### src/rtl/pm_pkg.sv
package pm_pkg;
  typedef enum logic [2:0] {
    PM_RUN      = 3'd0,
    PM_WAIT     = 3'd1,
    PM_STOP_ENT = 3'd2,
    PM_STOP     = 3'd3,
    PM_EXIT_OSC = 3'd4,
    PM_EXIT_PLL = 3'd5
  } pm_state_e;

  localparam logic [1:0] MODE_RUN  = 2'b00;
  localparam logic [1:0] MODE_WAIT = 2'b01;
  localparam logic [1:0] MODE_STOP = 2'b10;

  localparam int NUM_WAKE = 3;
endpackage

### src/rtl/pm_wake_sync.sv
module pm_wake_sync #(
  parameter int WIDTH  = 3,
  parameter int STAGES = 2
) (
  input  logic             clk,
  input  logic             rst_n,
  input  logic [WIDTH-1:0] async_in,
  output logic [WIDTH-1:0] sync_out
);
  localparam int LAST = STAGES - 1;

  logic [WIDTH-1:0] stg [STAGES];

  always_ff @(posedge clk or negedge rst_n) begin
    if (!rst_n) stg[0] <= '0;
    else        stg[0] <= async_in;
  end

  for (genvar s = 1; s < STAGES; s++) begin : g_stage
    always_ff @(posedge clk or negedge rst_n) begin
      if (!rst_n) stg[s] <= '0;
      else        stg[s] <= stg[s-1];
    end
  end

  assign sync_out = stg[LAST];
endmodule

### src/rtl/pm_settle_timer.sv
module pm_settle_timer #(
  parameter int SETTLE_W = 8
) (
  input  logic                clk,
  input  logic                rst_n,
  input  logic                load,
  input  logic [SETTLE_W-1:0] load_val,
  output logic                done
);
  logic [SETTLE_W-1:0] cnt_q;

  always_ff @(posedge clk or negedge rst_n) begin
    if (!rst_n)             cnt_q <= '0;
    else if (load)          cnt_q <= load_val;
    else if (cnt_q != '0)   cnt_q <= cnt_q - 1'b1;
  end

  assign done = (cnt_q == '0);
endmodule

### src/rtl/pm_seq_fsm.sv
module pm_seq_fsm
  import pm_pkg::*;
(
  input  logic      clk,
  input  logic      rst_n,
  input  logic      stop_req,
  input  logic      wait_req,
  input  logic      core_stall,
  input  logic      stop_dis,
  input  logic      wait_dis,
  input  logic      fast_stop,
  input  logic      wake_any,
  input  logic      settle_done,
  output pm_state_e state,
  output logic      ulp_q,
  output logic      settle_load
);
  pm_state_e nxt;
  logic      stop_ok, wait_ok;

  assign stop_ok = stop_req && !stop_dis && !core_stall;
  assign wait_ok = wait_req && !wait_dis && !core_stall;

  always_comb begin
    nxt = state;
    unique case (state)
      PM_RUN: begin
        if (!wake_any) begin
          if (stop_ok)      nxt = PM_STOP_ENT;
          else if (wait_ok) nxt = PM_WAIT;
        end
      end
      PM_WAIT:     if (wake_any) nxt = PM_RUN;
      PM_STOP_ENT: nxt = wake_any ? PM_RUN : PM_STOP;
      PM_STOP: begin
        if (wake_any) nxt = ulp_q ? PM_EXIT_OSC : PM_RUN;
      end
      PM_EXIT_OSC: nxt = PM_EXIT_PLL;
      PM_EXIT_PLL: if (settle_done) nxt = PM_RUN;
      default:     nxt = PM_RUN;
    endcase
  end

  always_ff @(posedge clk or negedge rst_n) begin
    if (!rst_n) begin
      state <= PM_RUN;
      ulp_q <= 1'b0;
    end else begin
      state <= nxt;
      if (state == PM_RUN && nxt == PM_STOP_ENT) ulp_q <= !fast_stop;
    end
  end

  assign settle_load = (state == PM_EXIT_OSC);
endmodule

### src/rtl/pm_out_decode.sv
module pm_out_decode
  import pm_pkg::*;
(
  input  pm_state_e  state,
  input  logic       ulp,
  output logic       core_clk_en,
  output logic       sys_clk_en,
  output logic       pbus_clk_en,
  output logic       pll_shutdown,
  output logic       osc_lowpwr,
  output logic [1:0] mode
);
  always_comb begin
    core_clk_en  = 1'b1;
    sys_clk_en   = 1'b1;
    pbus_clk_en  = 1'b1;
    pll_shutdown = 1'b0;
    osc_lowpwr   = 1'b0;
    mode         = MODE_RUN;
    unique case (state)
      PM_RUN: ;
      PM_WAIT: begin
        core_clk_en = 1'b0;
        mode        = MODE_WAIT;
      end
      default: begin
        core_clk_en = 1'b0;
        sys_clk_en  = 1'b0;
        pbus_clk_en = 1'b0;
        mode        = MODE_STOP;
        case (state)
          PM_STOP_ENT: pll_shutdown = ulp;
          PM_STOP: begin
            pll_shutdown = ulp;
            osc_lowpwr   = ulp;
          end
          PM_EXIT_OSC: pll_shutdown = 1'b1;
          default: ;
        endcase
      end
    endcase
  end
endmodule

### src/rtl/pm_mode_ctrl.sv
module pm_mode_ctrl
  import pm_pkg::*;
#(
  parameter int SETTLE_W    = 8,
  parameter int SYNC_STAGES = 2
) (
  input  logic                clk,
  input  logic                rst_n,
  input  logic                stop_req,
  input  logic                wait_req,
  input  logic                core_stall,
  input  logic                stop_dis,
  input  logic                wait_dis,
  input  logic                fast_stop,
  input  logic [SETTLE_W-1:0] settle_cycles,
  input  logic                wake_irq,
  input  logic                wake_dbg_scan,
  input  logic                wake_dbg_pin,
  output logic                core_clk_en,
  output logic                sys_clk_en,
  output logic                pbus_clk_en,
  output logic                pll_shutdown,
  output logic                osc_lowpwr,
  output logic [1:0]          mode
);
  logic [NUM_WAKE-1:0] wake_sync;
  logic                wake_any, settle_done, settle_load, ulp_q;
  pm_state_e           state;

  pm_wake_sync #(.WIDTH(NUM_WAKE), .STAGES(SYNC_STAGES)) u_sync (
    .clk      (clk),
    .rst_n    (rst_n),
    .async_in ({wake_dbg_pin, wake_dbg_scan, wake_irq}),
    .sync_out (wake_sync)
  );

  assign wake_any = |wake_sync;

  pm_settle_timer #(.SETTLE_W(SETTLE_W)) u_timer (
    .clk      (clk),
    .rst_n    (rst_n),
    .load     (settle_load),
    .load_val (settle_cycles),
    .done     (settle_done)
  );

  pm_seq_fsm u_fsm (
    .clk         (clk),
    .rst_n       (rst_n),
    .stop_req    (stop_req),
    .wait_req    (wait_req),
    .core_stall  (core_stall),
    .stop_dis    (stop_dis),
    .wait_dis    (wait_dis),
    .fast_stop   (fast_stop),
    .wake_any    (wake_any),
    .settle_done (settle_done),
    .state       (state),
    .ulp_q       (ulp_q),
    .settle_load (settle_load)
  );

  pm_out_decode u_dec (
    .state        (state),
    .ulp          (ulp_q),
    .core_clk_en  (core_clk_en),
    .sys_clk_en   (sys_clk_en),
    .pbus_clk_en  (pbus_clk_en),
    .pll_shutdown (pll_shutdown),
    .osc_lowpwr   (osc_lowpwr),
    .mode         (mode)
  );
endmodule

### config.mk
export PLATFORM = sky130hd
export DESIGN_NAME = pm_mode_ctrl
export DESIGN_NICKNAME = d
export VERILOG_FILES = /design/src/rtl/pm_pkg.sv /design/src/rtl/pm_wake_sync.sv /design/src/rtl/pm_settle_timer.sv /design/src/rtl/pm_seq_fsm.sv /design/src/rtl/pm_out_decode.sv /design/src/rtl/pm_mode_ctrl.sv
export SDC_FILE = /design/constraint.sdc
export NUM_CORES = 1
export LEC_CHECK = 0
export BUFFER_PORTS_ARGS = -buffer_cell sky130_fd_sc_hd__buf_2
export CAP_MARGIN = 20
export CORE_MARGIN = 2
export CORE_UTILIZATION = 44
export CTS_CLUSTER_DIAMETER = 150
export DETAILED_ROUTE_END_ITERATION = 10
export HOLD_SLACK_MARGIN = 0.05
export PLACE_DENSITY = 0.78
export REMOVE_ABC_BUFFERS = 1
export SKIP_CTS_REPAIR_TIMING = 1
export SYNTH_ARGS = -nofsm -noshare
export SYNTH_HDL_FRONTEND = slang
export SYNTH_SLANG_ARGS = --single-unit
export TNS_END_PERCENT = 30
### constraint.sdc
create_clock -name clk -period 1.6 [get_ports clk]
set_input_delay 0.16 -clock clk [delete_from_list [all_inputs] [get_ports clk]]
set_output_delay 0.16 -clock clk [all_outputs]
set_load 0.05 [all_outputs]
==> summary.txt <==
WP depth: 4
Area growth, synth to finish: 40.4%
failing checks: setup timing
ant diodes: 0
GR Util All Layers: 0.167
maximum number of pins on one net before global-route repair: 19
layout cell share with drive strength beyond 1: 0.395
H-tree levels: 1
R2R Setup Slk: 0.02 ns
Reg-to-Reg End: u_timer.cnt_q[7]
pre-CTS WS: 0.0332 ns
Core ar.: 1780 um2
number of port buffers: 25
drt initial violations: 21
initial antenna violation count: 0
CP max stage cell: dfrtp_1
fraction of registers with async set/reset: 1.00
CP endpoint: pll_shutdown
Row Count: 15
Initial Util: 0.481
clk_skew: 0.000740 ns
total CTS buffers: 3
via count: 763
crit-path cells: nor2_2, nand2_1, nand2_1, clkbuf_4
Placed Area: 1070 um2
final count of negative-setup-slack endpoints: 1
drt total wl: 1910 um
worst-case reg-to-reg path depth: 4
CTS tree: yes
Synth top area share: 0.526
most frequent CP cell: nand2_1
CTS Sinks: 18
min Tclk post-route: 1.60 ns
max_cap viols: 0
Post-Syn Instances: 87
cell family with most CP delay: flip-flops
Power Dens Cells: 1360 nW/um2
Reg clk slew, reported paths: 0.10 ns
CP peak stage delay: 0.49 ns
number of enable flip-flop cells after synthesis: 0
fin area: 1200 um2
Ports: 26
CP bufs+invs: 1
final hold violations: 0
WL/cell: 12.4 um
drt pass-1 iters: 4
Crit Path Max Fanout: 7
worst-skew pair later-pin latency: 0.29 ns
final core utilization: 0.675
Distinct cells, synth: 29
CP Launch Type: flop
critical path type: flop to output port
root buffer cell: clkbuf_4
Slew headroom: 0.640
Cell Area, Synth: 857 um2
CP Launch Point: u_fsm.state[1]
peak supply drop: 957 uV
flops & latches, synth: 18
max-slew violation count: 0
Arr. time, crit path: 1.44 ns
Top FF cell, synth: dfrtp_1
worst min path class: primary input to flop
cell with the most instances after synthesis: dfrtp_1
FF-to-FF Start: u_timer.cnt_q[3]
Synthesis Warnings: 0
Post-DP HPWL: 1330 um
FMAX: 624 MHz
CP required: 1.44 ns
post-route ant nets: 0
Final Hold Slack: 0.0988 ns
Setup crit end kind: output port
vias in the first global route: 677
vias per cell: 4.95
top post-synthesis cells by area: dfrtp_1 (53%), nor2_1 (6.1%), nand2_1 (4.4%), a21oi_1 (3.5%), mux2_2 (2.6%)
CTS max path bufs: 2
setup TNS: -0.00321 ns
top post-synthesis cells by count: dfrtp_1 (18), nor2_1 (14), nand2_1 (10), a21oi_1 (6), inv_1 (5)
chip width: 48.1 um
status: finished, violations left
Worst Max-Slew Pin Slew: 0.535 ns
fin crit share: 1.00
RSZ-0062 raised after global routing: yes
gpl congestion: 0.753
grt ovf: 0
sequential share of the synthesized area: 0.526
top cell type by total area after synthesis: dfrtp_1
die height: 48.1 um
layout net count: 150
Static Leak: 0.582 nW
Syn Area/Cell: 9.85 um2
first-pass GRT wire length: 2600 um
final worst slack: -0.00321 ns
DRC errors left: 0
total die area: 2320 um2
cell type report:
type | instances | area [um2]
multi-input combinational | 62 | 407
inverter | 5 | 18.8
clock buffer | 4 | 36.3
tap | 25 | 31.3
sequential | 18 | 452
fill | 126 | 579
timing repair buffer | 40 | 259
stage by stage:
stage / power (W) / std cells
finish: 0.00164 / 154
global route: 0.00174 / 154
CTS: 0.00157 / 148
detailed placement: 0.00128 / 144
global placement: 0.00126 / 144
floorplan: 0.00104 / 85
sequential cells by signal, indices dropped and copies added (netlist names):
name,flops
u_fsm.state,3
u_sync.stg,3
u_timer.cnt_q,8
u_sync.sync_out,3
u_fsm.ulp_q,1
layer usage:
layer  wire [um]  GRT usage
met1         836      0.196
met2         999      0.288
met3          58     0.0296
met5           0          0
met4          12     0.0919
where the power goes:
group          switching [W]  internal (W)  total [W]  leakage (nW)
Sequential         0.0000917      0.000577   0.000668         0.218
Combinational       0.000322      0.000368   0.000690         0.343
Clock               0.000142      0.000139   0.000281        0.0210
Total               0.000556       0.00108    0.00164         0.582
worst min path at each step:
stage / from / end / slack [ns] / depth (start not counted)
floorplan: rst_n / u_fsm.state[0] / -0.14 / 0
global placement: rst_n / u_timer.cnt_q[0] / 0.10 / 1
detailed placement: rst_n / u_timer.cnt_q[0] / 0.11 / 1
CTS: rst_n / u_timer.cnt_q[0] / -0.22 / 1
global route: settle_cycles[1] / u_timer.cnt_q[1] / 0.11 / 2
finish: settle_cycles[1] / u_timer.cnt_q[1] / 0.1 / 2
worst register-to-register path: stages, from the launching register on:
cell,delay (ns)
dfrtp_2,0.46
or4_4,0.55
nor4_4,0.18
mux2i_1,0.21
a21oi_1,0.08
cell usage in the layout, fill, tap and decap left out, drive strengths merged:
master / n
ha: 1
clkbuf: 6
nand4: 1
nand2b: 1
o31ai: 1
dfrtp: 18
o21ai: 3
a311oi: 1
nand2: 10
dlygate4sd3: 5
a31oi: 3
o21a: 2
nor2: 14
nor4: 4
and4b: 1
or4: 1
nor2b: 1
mux2i: 2
nand3: 3
buf: 33
xnor2: 1
and2: 1
nor3: 1
xor2: 1
inv: 5
nor3b: 1
mux2: 2
a21oi: 6
cell families (layout without fill, tap and decap cells):
logic type               count (synthesis)  after routing  share of synthesized area
AND/OR/NAND/NOR                         39             39                      0.244
buffers and inverters                    7             49                     0.0350
adder cells (fa/ha/maj)                  1              1                     0.0146
AO/OA/AOI/OAI                           16             16                      0.111
multiplexers                             4              4                     0.0496
XOR/XNOR                                 2              2                     0.0204
flip-flops                              18             18                      0.526
Note: power is estimated with default switching activity, not from simulation.
